`src/rtl/seg_chain_pkg.sv`:
```
package seg_chain_pkg;

  localparam int DIG_W = 4;
  localparam int SEG_W = 8;

  typedef enum logic [2:0] {
    ST_IDLE,
    ST_LEAD,
    ST_LOW,
    ST_HIGH,
    ST_SETTLE
  } chain_state_t;

  // Active-low segment patterns; unused codes blank the digit.
  function automatic logic [SEG_W-1:0] seg_code(input logic [DIG_W-1:0] v);
    case (v)
      4'd0:    seg_code = 8'h42;
      4'd1:    seg_code = 8'hF3;
      4'd2:    seg_code = 8'h86;
      4'd3:    seg_code = 8'hA2;
      4'd4:    seg_code = 8'h33;
      4'd5:    seg_code = 8'h2A;
      4'd6:    seg_code = 8'h0A;
      4'd7:    seg_code = 8'hF2;
      4'd8:    seg_code = 8'h02;
      4'd9:    seg_code = 8'h22;
      default: seg_code = 8'hFF;
    endcase
  endfunction

endpackage

```
`src/rtl/seg_code_map.sv`:
```
module seg_code_map
  import seg_chain_pkg::*;
#(
  parameter int N_DIG = 4
) (
  input  logic [N_DIG*DIG_W-1:0] digits_i,
  output logic [N_DIG*SEG_W-1:0] codes_o
);

  // one lookup per digit position
  for (genvar g = 0; g < N_DIG; g++) begin : g_dig
    assign codes_o[g*SEG_W +: SEG_W] = seg_code(digits_i[g*DIG_W +: DIG_W]);
  end

endmodule

```
`src/rtl/seg_chain_shifter.sv`:
```
module seg_chain_shifter
  import seg_chain_pkg::*;
#(
  parameter int N_DIG      = 4,
  parameter int HALF_DIV   = 2,
  parameter int SETTLE_CYC = 6,
  localparam int CNT_W     = $clog2(N_DIG + 1)
) (
  input  logic                   clk,
  input  logic                   rst,
  input  logic                   start_i,
  input  logic [CNT_W-1:0]       count_i,
  input  logic [N_DIG*SEG_W-1:0] codes_i,
  output logic                   ser_data_o,
  output logic                   shift_clk_o,
  output logic                   latch_o,
  output logic                   busy_o
);

  localparam int TOT_W   = N_DIG * SEG_W;
  localparam int BIT_W   = $clog2(TOT_W + 1);
  localparam int TMR_MAX = (HALF_DIV > SETTLE_CYC) ? HALF_DIV : SETTLE_CYC;
  localparam int TMR_W   = $clog2(TMR_MAX + 1);

  chain_state_t       state_q;
  logic [TOT_W-1:0]   shreg_q;
  logic [BIT_W-1:0]   bits_left_q;
  logic [TMR_W-1:0]   tmr_q;

  logic [CNT_W-1:0]   eff_cnt;
  logic [BIT_W-1:0]   load_bits;
  logic [TOT_W-1:0]   load_vec;
  logic               tmr_done;

  // clamp oversize counts to the chain length
  assign eff_cnt   = (count_i > CNT_W'(N_DIG)) ? CNT_W'(N_DIG) : count_i;
  assign load_bits = BIT_W'(eff_cnt) << 3;
  // Left-align so digit count-1 leaves first
  assign load_vec  = codes_i << (BIT_W'(TOT_W) - load_bits);
  assign tmr_done  = (tmr_q == '0);

  always_ff @(posedge clk) begin
    if (rst) begin
      state_q     <= ST_IDLE;
      shreg_q     <= '0;
      bits_left_q <= '0;
      tmr_q       <= '0;
      ser_data_o  <= 1'b1;
      shift_clk_o <= 1'b1;
      latch_o     <= 1'b1;
      busy_o      <= 1'b0;
    end else begin
      case (state_q)
        ST_IDLE: begin
          if (start_i && (eff_cnt != '0)) begin
            shreg_q     <= load_vec;   // capture once
            bits_left_q <= load_bits;
            latch_o     <= 1'b0;
            busy_o      <= 1'b1;
            tmr_q       <= TMR_W'(HALF_DIV - 1);
            state_q     <= ST_LEAD;
          end
        end
        ST_LEAD, ST_HIGH: begin
          if (!tmr_done) begin
            tmr_q <= tmr_q - 1'b1;
          end else if (bits_left_q != '0) begin
            shift_clk_o <= 1'b0;       // data moves on the falling edge
            ser_data_o  <= shreg_q[TOT_W-1];
            shreg_q     <= {shreg_q[TOT_W-2:0], 1'b0};
            bits_left_q <= bits_left_q - 1'b1;
            tmr_q       <= TMR_W'(HALF_DIV - 1);
            state_q     <= ST_LOW;
          end else begin
            ser_data_o  <= 1'b1;
            tmr_q       <= TMR_W'(SETTLE_CYC - 1);
            state_q     <= ST_SETTLE;
          end
        end
        ST_LOW: begin
          if (!tmr_done) begin
            tmr_q <= tmr_q - 1'b1;
          end else begin
            shift_clk_o <= 1'b1;       // chain samples here
            tmr_q       <= TMR_W'(HALF_DIV - 1);
            state_q     <= ST_HIGH;
          end
        end
        ST_SETTLE: begin
          if (!tmr_done) begin
            tmr_q <= tmr_q - 1'b1;
          end else begin
            latch_o <= 1'b1;           // single storage edge
            busy_o  <= 1'b0;
            state_q <= ST_IDLE;
          end
        end
        default: state_q <= ST_IDLE;
      endcase
    end
  end

endmodule

```
`src/rtl/seg_chain_driver.sv`:
```
module seg_chain_driver
  import seg_chain_pkg::*;
#(
  parameter int N_DIG      = 4,
  parameter int HALF_DIV   = 2,
  parameter int SETTLE_CYC = 6,
  localparam int CNT_W     = $clog2(N_DIG + 1)
) (
  input  logic                   clk,
  input  logic                   rst,
  input  logic                   start_i,
  input  logic [CNT_W-1:0]       count_i,
  input  logic [N_DIG*DIG_W-1:0] digits_i,
  output logic                   ser_data_o,
  output logic                   shift_clk_o,
  output logic                   latch_o,
  output logic                   busy_o
);

  logic [N_DIG*SEG_W-1:0] codes;

  seg_code_map #(
    .N_DIG (N_DIG)
  ) i_map (
    .digits_i (digits_i),
    .codes_o  (codes)
  );

  seg_chain_shifter #(
    .N_DIG      (N_DIG),
    .HALF_DIV   (HALF_DIV),
    .SETTLE_CYC (SETTLE_CYC)
  ) i_shift (
    .clk         (clk),
    .rst         (rst),
    .start_i     (start_i),
    .count_i     (count_i),
    .codes_i     (codes),
    .ser_data_o  (ser_data_o),
    .shift_clk_o (shift_clk_o),
    .latch_o     (latch_o),
    .busy_o      (busy_o)
  );

endmodule

```
`config.mk`:
```
export PLATFORM = sky130hd
export DESIGN_NAME = seg_chain_driver
export DESIGN_NICKNAME = d
export VERILOG_FILES = /design/src/rtl/seg_chain_pkg.sv /design/src/rtl/seg_code_map.sv /design/src/rtl/seg_chain_shifter.sv /design/src/rtl/seg_chain_driver.sv
export SDC_FILE = /design/constraint.sdc
export NUM_CORES = 1
export LEC_CHECK = 0
export ABC_AREA = 1
export CORE_ASPECT_RATIO = 1.1
export CORE_MARGIN = 3
export CORE_UTILIZATION = 52
export DETAILED_ROUTE_END_ITERATION = 10
export PLACE_DENSITY = 0.7
export SLEW_MARGIN = 30
export SYNTH_ARGS = -nofsm -noshare
export SYNTH_HDL_FRONTEND = slang
export SYNTH_SLANG_ARGS = --single-unit
```
`constraint.sdc`:
```
create_clock -name clk -period 5.17 [get_ports clk]
set_input_delay 1.034 -clock clk [delete_from_list [all_inputs] [get_ports clk]]
set_output_delay 1.034 -clock clk [all_outputs]
set_load 0.005 [all_outputs]
```
==> metrics.md <==
| Metric | Value |
|---|---|
| Outcome | `finished clean` |
| Count of cell types in the netlist | `32` |
| Initial antenna violation count | `0` |
| Largest net degree at the start of global routing | `54` |
| Vias in the first global route | `3447` |
| Routed wire length | `9148 um` |
| Dominant synthesized flop cell | `dfxtp_1` |
| Tot GR Track Use | `0.2328` |
| Post-synthesis cell type with the largest combined area | `dfxtp_1` |
| Worst clock skew | `0.01067 ns` |
| Dpl ws | `1.466 ns` |
| Total I/O pin count | `26` |
| Number of gates resized after cts | `0` |
| Syn Inst Count | `608` |
| Highest clock rate | `289.6 MHz` |
| Setup TNS Final | `0 ns` |
| Yosys reg bits | `48` |
| Final core utilization | `0.6013` |
| Final slew viol count | `0` |
| Die height | `94.28 um` |
| Total Nets Final | `667` |
| Crit share post-route | `0.6679` |
| Asr flop ratio synth | `0` |
| DRT Pass-1 Iters | `4` |
| Post-synthesis mux area share | `0` |
| Sequential area share after synthesis | `0.2609` |
| H-tree levels | `2` |
| Arr. time, crit path | `3.71 ns` |
| Diodes inserted | `0` |
| Post-Syn Area | `3684 um^2` |
| DR iter-0 viols | `268` |
| Synth top area cells | `dfxtp_1 26%, nand2_1 18%, nand3_1 10%, ha_1 9.9%, nor2_1 7.8%` |
| Adder-Cell Fraction of Synth Area | `0.09851` |
| Compound-Gate Fraction of Synth Area | `0.1393` |
| Post-synth EDFFs | `0` |
| Synth top area share | `0.2609` |
| TritonCTS buffer count | `5` |
| Postcts setup bufs | `0` |
| Post-synthesis net count | `659` |
| RePlAce Congestion | `0.8697` |
| RSZ-0062 raised after global routing | `no` |
| Clock sinks | `48` |
| Routed length per instance | `13.09 um` |
| Transition time of the tightest slew-check pin | `0.9148 ns` |
| CP Class | `input pin to flip-flop` |
| Slew HR | `0.3883` |
| HPWL Detailed | `6675 um` |
| Via density | `5.413` |
| Yosys warns | `0` |
| Synthesis-to-finish area growth | `9.545%` |
| Lkg Pwr | `1.998 nW` |
| GRT overflow | `0` |
| Worst IR Drop VDD | `0.4832 mV` |
| Die ar. | `8131 um^2` |
| Critical path required time | `5.42 ns` |
| Layout cells sized above 1 | `0.03728` |
| Final worst path period need | `3.453 ns` |
| Initial Utilization | `0.5489` |
| Root Driver | `clkbuf_8` |
| Vias | `3784` |
| Row Count | `31` |
| Setup slack after layout | `1.717 ns` |
| PortBufs | `25` |
| DRT antenna net count | `0` |
| Max FO, Critical Path | `25` |
| TritonCTS clock tree | `built` |
| Max Buffers Root-to-Sink | `2` |
| Crit path launch | `count_i[2]` |
| Worst R2R Start | `i_shift.state_q[2]$_SDFFE_PP0P_` |
| Skew-Pair Late Insertion Delay | `0.31 ns` |
| Max cap viols | `0` |
| Hold Path Origin | `i_shift.latch_o$_SDFFE_PP1P_` |
| Core area | `6710 um^2` |
| Synth Area in XOR/XNOR | `0.002378` |
| CP endpoint kind | `flip-flop` |
| Horiz. Die Dim | `86.25 um` |
| Largest family of logic cells by synthesized area | `simple AND/OR/NAND/NOR gates` |
| Post-synthesis simple-gate area fraction | `0.3920` |
| Cell Pwr Density | `518.9 nW/um^2` |
| Setup violations, final | `0` |
| Hold Crit Class | `flip-flop to flip-flop` |
| Final Hold Fails | `0` |
| CP startpoint kind | `input pin` |
| First-pass GRT wire length | `15540 um` |
| Syn_area_per_cell | `6.058 um^2` |
| Hold Buf Count CTS | `0` |
| Clock Pin Slew Worst Setup and Hold Paths | `0.10 ns` |
| Drc violations | `0` |
-- report_power, final --
part           total, mW  internal, mW  leakage, nW  switching [mW]
Combinational       1.18         0.389         1.53           0.791
Sequential         0.578         0.507        0.396          0.0717
Clock              0.336         0.195       0.0687           0.141
Total               2.09          1.09         2.00            1.00
-- placed cells by master, fill, tap and decap left out, types with 2 or more instances in the layout --
cell type / instances
clkdlybuf4s50_1: 25
nand4_1: 4
bufinv_16: 2
a21oi_1: 37
o21ai_0: 42
clkbuf_8: 5
nand3_1: 75
nand2_2: 3
nor2_1: 77
o21ai_1: 13
inv_2: 3
dfxtp_1: 48
inv_1: 61
nand2_4: 2
a22oi_1: 2
nor2_4: 2
nand2_1: 174
ha_1: 29
or2_2: 2
-- final timing paths --
path / end / depth (start not counted) / slack, ns
worst min register to register: i_shift.latch_o$_SDFFE_PP1P_ / 2 / 0.46
worst max-delay path: i_shift.shreg_q[27]$_SDFFE_PP0P_ / 10 / 1.72
worst min-delay path: i_shift.latch_o$_SDFFE_PP1P_ / 2 / 0.46
worst max register to register: i_shift.bits_left_q[0]$_SDFFE_PP0P_ / 7 / 2.81
-- cells by family after synthesis --
| logic type | count (synthesis) |
|---|---|
| XOR/XNOR | 1 |
| adder cells (fa/ha/maj) | 29 |
| AND/OR/NAND/NOR | 341 |
| buffers and inverters | 90 |
| flip-flops | 48 |
| AO/OA/AOI/OAI | 99 |
-- metal layers --
metal / up-vias / share of wire / GRT usage
met2: 93 / 0.49 / 0.4158
met4: 0 / 0.020 / 0.06753
met5: - / 0 / 0
met1: 1714 / 0.45 / 0.2935
li1: 1960 / - / -
met3: 17 / 0.040 / 0.02368
-- synthesized netlist by cell type, types with 2 or more instances --
cell type and count:
nand2_1 174, nor2_1 77, nand3_1 75, inv_1 62, dfxtp_1 48, o21ai_0 42
a21oi_1 37, ha_1 29, o21ai_1 13, buf_2 10, clkbuf_1 6, buf_6 5
nand4_1 4, nand2_2 3, a22oi_1 2, buf_1 2, inv_2 2, nand2_4 2
or2_2 2
-- cell type report --
cell class                      instances  area [um^2]
Clock buffer                            5        68.82
Clock inverter                          3        68.82
Fill cell                             679         2675
Inverter                               66        250.2
Multi-Input combinational cell        470         2333
Sequential cell                        48        960.9
Tap cell                               82        102.6
Timing Repair Buffer                   25        250.2
-- critical path: stages --
cell and delay (ns):
clkdlybuf4s50_1 0.48, inv_1 0.14, nand2_1 0.48, ha_1 0.63, clkinv_1 0.26, nor2_1 0.32, inv_1 0.09, a21oi_1 0.13
nor2_1 0.06, nor2_1 0.07
-- flip-flops by register name, indices dropped and copies added (netlist names) --
| signal | count |
|---|---|
| i_shift.busy_o | 1 |
| i_shift.tmr_q | 3 |
| i_shift.shift_clk_o | 1 |
| i_shift.ser_data_o | 1 |
| i_shift.state_q | 3 |
| i_shift.shreg_q | 32 |
| i_shift.latch_o | 1 |
| i_shift.bits_left_q | 6 |
-- per-stage QoR --
step / power [mW] / hold WS, ns / instances / area [um^2]
floorplan: 1.581 / 0.4388 / 608 / 3684
detailed placement: 1.751 / 0.4411 / 691 / 3892
CTS: 2.089 / 0.4603 / 699 / 4030
global route: 2.308 / 0.4875 / 699 / 4035
global placement: 1.727 / 0.4328 / 691 / 3892
finish: 2.094 / 0.4553 / 699 / 4035
Power figures use the tool's default switching activity.
